<file path="src/rtl/uart_rx_pkg.sv">
package uart_rx_pkg;
  typedef enum logic [2:0] {
    RX_IDLE,
    RX_START,
    RX_DATA,
    RX_PAR,
    RX_STOP
  } rx_state_e;
endpackage

</file>
<file path="src/rtl/uart_rx_sync.sv">
module uart_rx_sync #(
  parameter int STAGES = 2
) (
  input  logic clk_i,
  input  logic rst_ni,
  input  logic d_i,
  output logic q_o
);
  logic [STAGES-1:0] sr_q;

  always_ff @(posedge clk_i or negedge rst_ni) begin
    if (!rst_ni) sr_q <= '1;
    else         sr_q <= {sr_q[STAGES-2:0], d_i};
  end

  assign q_o = sr_q[STAGES-1];
endmodule

</file>
<file path="src/rtl/uart_rx_core.sv">
module uart_rx_core
  import uart_rx_pkg::*;
#(
  parameter int OS_RATE  = 16,
  parameter int DATA_W   = 8,
  parameter int MIN_BITS = 5,
  parameter int LEN_W    = 2
) (
  input  logic              clk_i,
  input  logic              rst_ni,
  input  logic              en_i,
  input  logic              tick_i,
  input  logic              rx_i,
  input  logic [LEN_W-1:0]  len_i,
  input  logic [1:0]        par_mode_i,
  output logic              commit_o,
  output logic [DATA_W-1:0] data_o,
  output logic              frame_err_o,
  output logic              par_err_o
);
  localparam int CNT_W = $clog2(OS_RATE);
  localparam int IDX_W = $clog2(DATA_W);
  localparam int MID   = OS_RATE / 2;
  localparam logic [CNT_W-1:0] S_PRE  = CNT_W'(MID - 1);
  localparam logic [CNT_W-1:0] S_MID  = CNT_W'(MID);
  localparam logic [CNT_W-1:0] S_POST = CNT_W'(MID + 1);
  localparam logic [CNT_W-1:0] S_LAST = CNT_W'(OS_RATE - 1);

  rx_state_e         state_q;
  logic [CNT_W-1:0]  cnt_q;
  logic [IDX_W-1:0]  idx_q;
  logic [DATA_W-1:0] sh_q;
  logic              v_pre_q, v_mid_q, par_q;

  logic              vote;
  logic              par_on, par_exp;
  logic [IDX_W-1:0]  last_idx;
  logic [IDX_W:0]    shamt;

  assign vote     = (v_pre_q & v_mid_q) | (v_pre_q & rx_i) | (v_mid_q & rx_i);
  assign par_on   = par_mode_i[1];
  assign last_idx = IDX_W'(MIN_BITS - 1) + IDX_W'(len_i);
  assign shamt    = (IDX_W+1)'(DATA_W - MIN_BITS) - (IDX_W+1)'(len_i);

  always_ff @(posedge clk_i or negedge rst_ni) begin
    if (!rst_ni) begin
      state_q <= RX_IDLE;
      cnt_q   <= '0;
      idx_q   <= '0;
      sh_q    <= '0;
      v_pre_q <= 1'b1;
      v_mid_q <= 1'b1;
      par_q   <= 1'b0;
    end else if (!en_i) begin
      state_q <= RX_IDLE;
      cnt_q   <= '0;
    end else if (tick_i) begin
      if (state_q == RX_IDLE) begin
        if (!rx_i) begin
          state_q <= RX_START;
          cnt_q   <= CNT_W'(1);
        end
      end else begin
        cnt_q <= (cnt_q == S_LAST) ? '0 : cnt_q + 1'b1;
        if (cnt_q == S_PRE) v_pre_q <= rx_i;
        if (cnt_q == S_MID) v_mid_q <= rx_i;
        unique case (state_q)
          RX_START: begin
            if (cnt_q == S_MID && rx_i) state_q <= RX_IDLE; // false start
            else if (cnt_q == S_LAST) begin
              state_q <= RX_DATA;
              idx_q   <= '0;
            end
          end
          RX_DATA: begin
            if (cnt_q == S_POST) sh_q <= {vote, sh_q[DATA_W-1:1]};
            if (cnt_q == S_LAST) begin
              if (idx_q == last_idx) state_q <= par_on ? RX_PAR : RX_STOP;
              else                   idx_q   <= idx_q + 1'b1;
            end
          end
          RX_PAR: begin
            if (cnt_q == S_POST) par_q   <= vote;
            if (cnt_q == S_LAST) state_q <= RX_STOP;
          end
          RX_STOP: begin
            if (cnt_q == S_POST) state_q <= RX_IDLE; // commit, later stop bits not examined
          end
          default: state_q <= RX_IDLE;
        endcase
      end
    end
  end

  assign data_o      = sh_q >> shamt;
  assign par_exp     = (^data_o) ^ par_mode_i[0];
  assign commit_o    = en_i && tick_i && (state_q == RX_STOP) && (cnt_q == S_POST);
  assign frame_err_o = ~vote;
  assign par_err_o   = par_on && (par_q != par_exp);
endmodule

</file>
<file path="src/rtl/uart_rx_hold.sv">
module uart_rx_hold #(
  parameter int DATA_W = 8
) (
  input  logic              clk_i,
  input  logic              rst_ni,
  input  logic              load_i,
  input  logic [DATA_W-1:0] data_i,
  input  logic              fe_i,
  input  logic              pe_i,
  input  logic              rd_i,
  output logic [DATA_W-1:0] data_o,
  output logic              avail_o,
  output logic              fe_o,
  output logic              pe_o
);
  always_ff @(posedge clk_i or negedge rst_ni) begin
    if (!rst_ni) begin
      data_o  <= '0;
      fe_o    <= 1'b0;
      pe_o    <= 1'b0;
      avail_o <= 1'b0;
    end else if (load_i) begin
      data_o  <= data_i;
      fe_o    <= fe_i;
      pe_o    <= pe_i;
      avail_o <= 1'b1;
    end else if (rd_i) begin
      avail_o <= 1'b0;
    end
  end
endmodule

</file>
<file path="src/rtl/uart_rx_buf.sv">
module uart_rx_buf #(
  parameter int OS_RATE    = 16,
  parameter int DATA_W     = 8,
  parameter int MIN_BITS   = 5,
  parameter int SYNC_DEPTH = 2,
  localparam int LEN_W     = $clog2(DATA_W - MIN_BITS + 1)
) (
  input  logic              clk_i,
  input  logic              rst_ni,
  input  logic              rx_en_i,
  input  logic              os_tick_i,
  input  logic              rxd_i,
  input  logic [LEN_W-1:0]  len_i,
  input  logic [1:0]        par_mode_i,
  input  logic              rd_i,
  output logic [DATA_W-1:0] rd_data_o,
  output logic              avail_o,
  output logic              frame_err_o,
  output logic              parity_err_o
);
  logic              rx_s;
  logic              commit_w;
  logic [DATA_W-1:0] word_w;
  logic              fe_w, pe_w;

  uart_rx_sync #(.STAGES(SYNC_DEPTH)) u_sync (
    .clk_i (clk_i),
    .rst_ni(rst_ni),
    .d_i   (rxd_i),
    .q_o   (rx_s)
  );

  uart_rx_core #(
    .OS_RATE (OS_RATE),
    .DATA_W  (DATA_W),
    .MIN_BITS(MIN_BITS),
    .LEN_W   (LEN_W)
  ) u_core (
    .clk_i      (clk_i),
    .rst_ni     (rst_ni),
    .en_i       (rx_en_i),
    .tick_i     (os_tick_i),
    .rx_i       (rx_s),
    .len_i      (len_i),
    .par_mode_i (par_mode_i),
    .commit_o   (commit_w),
    .data_o     (word_w),
    .frame_err_o(fe_w),
    .par_err_o  (pe_w)
  );

  uart_rx_hold #(.DATA_W(DATA_W)) u_hold (
    .clk_i  (clk_i),
    .rst_ni (rst_ni),
    .load_i (commit_w),
    .data_i (word_w),
    .fe_i   (fe_w),
    .pe_i   (pe_w),
    .rd_i   (rd_i),
    .data_o (rd_data_o),
    .avail_o(avail_o),
    .fe_o   (frame_err_o),
    .pe_o   (parity_err_o)
  );
endmodule

</file>
<file path="config.mk">
export PLATFORM = sky130hd
export DESIGN_NAME = uart_rx_buf
export DESIGN_NICKNAME = d
export VERILOG_FILES = /design/src/rtl/uart_rx_pkg.sv /design/src/rtl/uart_rx_sync.sv /design/src/rtl/uart_rx_core.sv /design/src/rtl/uart_rx_hold.sv /design/src/rtl/uart_rx_buf.sv
export SDC_FILE = /design/constraint.sdc
export NUM_CORES = 1
export LEC_CHECK = 0
export BUFFER_PORTS_ARGS = -buffer_cell sky130_fd_sc_hd__buf_2
export CORE_UTILIZATION = 35
export DETAILED_ROUTE_END_ITERATION = 7
export MAX_ROUTING_LAYER = met4
export PLACE_DENSITY = 0.58
export SYNTH_ARGS = -nofsm -noshare
export SYNTH_HDL_FRONTEND = slang
export SYNTH_SLANG_ARGS = --single-unit
</file>
<file path="constraint.sdc">
create_clock -name clk_i -period 4.7 [get_ports clk_i]
set_clock_uncertainty 0.05 [all_clocks]
set_input_delay 0.235 -clock clk_i [delete_from_list [all_inputs] [get_ports clk_i]]
set_output_delay 0.235 -clock clk_i [all_outputs]
set_load 0.05 [all_outputs]
</file>
==> reports/metrics.yaml <==
status: "complete, no violations"
rows: 26
swShare_pct: 33.3
powerDensity_nw_per_um2: 326
ant_nets: 0
clkSinkCount: 34
synthCells: 171
grt_pass1_vias: 1308
hold_buffers: 2
whs_ns: 0.118
startpoint_type: "register"
synth-seq-area-share_pct: 44.0
numPortBuffers: 20
setup_viol_count_final: 0
irDropWorstVdd_mv: 0.113
post_cts_buffers: 0
area_growth_pct: 13.0
start_util_pct: 37.1
grt_max_degree: 35
syn_avg_cell_area_um2: 11.4
via_count: 1335
ys.warnings.count: 0
hold_viol: 0
cts.htree.levels: 2
seqPwrFrac_pct: 47.1
rsz0062_at_grt: "false"
drcViolationCount: 0
hp-class: "in2reg"
synth_nets: 185
drv_cap: 0
total_leakage_power_nw: 1.02
cts_tree: "done"
cts-buffers-inserted: 5
numPlacedInstances: 254
period_needed_ns: 2.27
die_h_um: 76.5
stdcell_count: 264
fin_total_pwr_uw: 716
worstPathMaxFanout: 15
slew_headroom_pct: 32.2
p_sw_uw: 238
cp-end-kind: "register"
routedWlPerCell_um: 14.2
tns_ns: 0
hold_path_depth: 2
ys_seq_elements: 34
dp_hpwl_mm: 2.62
period_share_pct: 48.2
gp_congestion: 0.791
grt_first_pass_wirelength_mm: 6.47
antenna_cells: 0
max_freq_mhz: 441
post_cts_resized: 0
die_area_um2: 5850
synth_edf_count: 0
critPathKind: "reg2reg"
grt_usage_pct: 14.8
cp_data_arrival_time_ns: 2.39
drt_wl_total_mm: 3.75
die_x_um: 76.5
cts-root-buf: "clkbuf_8"
worst_pin_slew_ns: 1.01
p_clk_share_pct: 29.8
async_reset_ff_share_pct: 100
clkTransAtPathRegs_ns: 0.07
fill_cells: 506
drt_pass1_iterations: 6
cts.path.max_buffers: 2
clk_latency_ns: 0.30
vias_per_cell: 5.06
slew_viol_final: 0
drtIter0Drc: 63
nets: 207
io_pins: 21
overflow: 0
cell_internal_pwr_uw: 477
r2r_cells: 5
syn_area_um2: 1940
ys_types: 54
synth-main-ff-cell: "dfrtp_1"
p_comb_share_pct: 23.1
worstPathRequired_ns: 4.82
core_um2: 5240
final_layout_size_suffix_gt1_share_pct: 26.8
grt_antenna_before_repair: 0
[kinds of logic (layout without fill, tap and decap cells)]
group | after synthesis | in the layout | synth area share (%)
AO/OA/AOI/OAI | 31 | 31 | 11.8
multiplexers | 23 | 23 | 16.5
flip-flops | 34 | 34 | 44.0
buffers and inverters | 18 | 41 | 4.06
XOR/XNOR | 9 | 9 | 5.54
AND/OR/NAND/NOR | 51 | 51 | 14.9
adder cells (fa/ha/maj) | 5 | 5 | 3.09
[registers in the layout, indices dropped and copies added (netlist names)]
register and cells:
u_core.v_pre_q 1, u_core.sh_q 8, u_hold.pe_o 1, u_hold.avail_o 1, u_core.cnt_q 4, u_hold.fe_o 1
u_core.state_q 3, u_sync.sr_q 2, u_core.v_mid_q 1, u_hold.data_o 8, u_core.par_q 1, u_core.idx_q 3
[power by group through the flow]
| stage | Combinational, mW | Sequential [mW] | Clock [mW] |
|---|---|---|---|
| after detailed placement | 0.164 | 0.340 | 0 |
| after CTS | 0.165 | 0.336 | 0.220 |
| after global placement | 0.164 | 0.340 | 0 |
| after floorplan | 0.128 | 0.333 | 0 |
| after global routing | 0.187 | 0.340 | 0.233 |
| final | 0.165 | 0.337 | 0.213 |
[per-stage QoR]
step,worst slack [ns],util [%],instance area (µm²)
floorplan,2.62,-,1940
global placement,2.46,40.0,2090
detailed placement,2.40,40.0,2090
CTS,2.40,41.9,2200
global route,2.26,41.9,2200
finish,2.43,41.9,2200
[critical path: stages, from the launching register on]
cell	delay (ns)
dfrtp_1	0.42
inv_1	0.10
ha_1	0.16
nand4_1	0.18
nor2_1	0.81
mux2_2	0.41
[cell type report]
class / instances / area [µm²] / share of cell area [%]
flip-flops and latches: 34 / 856 / 39.0
multi-input cells: 119 / 1010 / 45.9
inverters: 11 / 41.3 / 1.88
well taps: 70 / 87.6 / 3.99
repair buffers: 22 / 120 / 5.47
clock buffers: 6 / 72.6 / 3.30
clock inverters: 2 / 10.0 / 0.456
[synth_stat cells (all sizes together), types with 2 or more instances]
library cell,number,area (µm²)
dfrtp,30,751
buf,4,26.3
nand3,4,25.0
nand2,14,52.6
nand4,5,31.3
xnor2,6,67.6
o21ai,8,40.0
ha,4,50.1
nor2b,4,25.0
a31oi,2,12.5
or3,2,12.5
nor2,9,36.3
dfstp,4,105
xor2,2,17.5
nor3b,2,15.0
o22ai,2,12.5
inv,11,41.3
nand3b,3,22.5
o211ai,2,15.0
a21boi,4,30.0
mux2,17,195
mux4,5,116
clkbuf,3,11.3
a21oi,3,15.0
[layout by cell type, fill, tap and decap left out, types with 3 or more instances in the layout]
master / netlist / routed
nand3_1: 3 / 3
xnor2_1: 4 / 4
mux4_2: 4 / 4
nand3b_1: 3 / 3
mux2_1: 10 / 10
buf_2: 3 / 20
nor2b_1: 4 / 4
o21ai_0: 4 / 4
dfrtp_1: 30 / 30
a21oi_1: 3 / 3
o21ai_1: 4 / 4
nor2_1: 8 / 8
a21boi_1: 4 / 4
ha_1: 4 / 4
clkbuf_8: 0 / 5
dfstp_2: 4 / 4
inv_1: 10 / 10
nand2_1: 14 / 14
mux2_2: 6 / 6
nand4_1: 5 / 5
[metal layers]
layer / wire length [µm] / GRT usage, % / part of all wire (%) / up-vias
met1: 1840 / 19.0 / 49 / 645
met3: 151 / 3.59 / 4.0 / 4
met5: 0 / - / 0 / -
li1: - / - / - / 665
met2: 1710 / 22.1 / 46 / 21
met4: 48 / 6.35 / 1.3 / 0
[worst paths after layout]
path	startpoint	to	slack, ns
min reg2reg	u_sync.sr_q[0]	u_sync.sr_q[1]	0.31
max	u_core.cnt_q[1]	u_hold.data_o[2]	2.43
min in group asynchronous	rst_ni	u_core.sh_q[6]	0.50
max reg2reg	u_core.cnt_q[1]	u_hold.data_o[2]	2.43
min	rd_i	u_hold.avail_o	0.12
max in group asynchronous	rst_ni	u_hold.data_o[2]	3.61
Note: power is estimated with default switching activity, not from simulation.
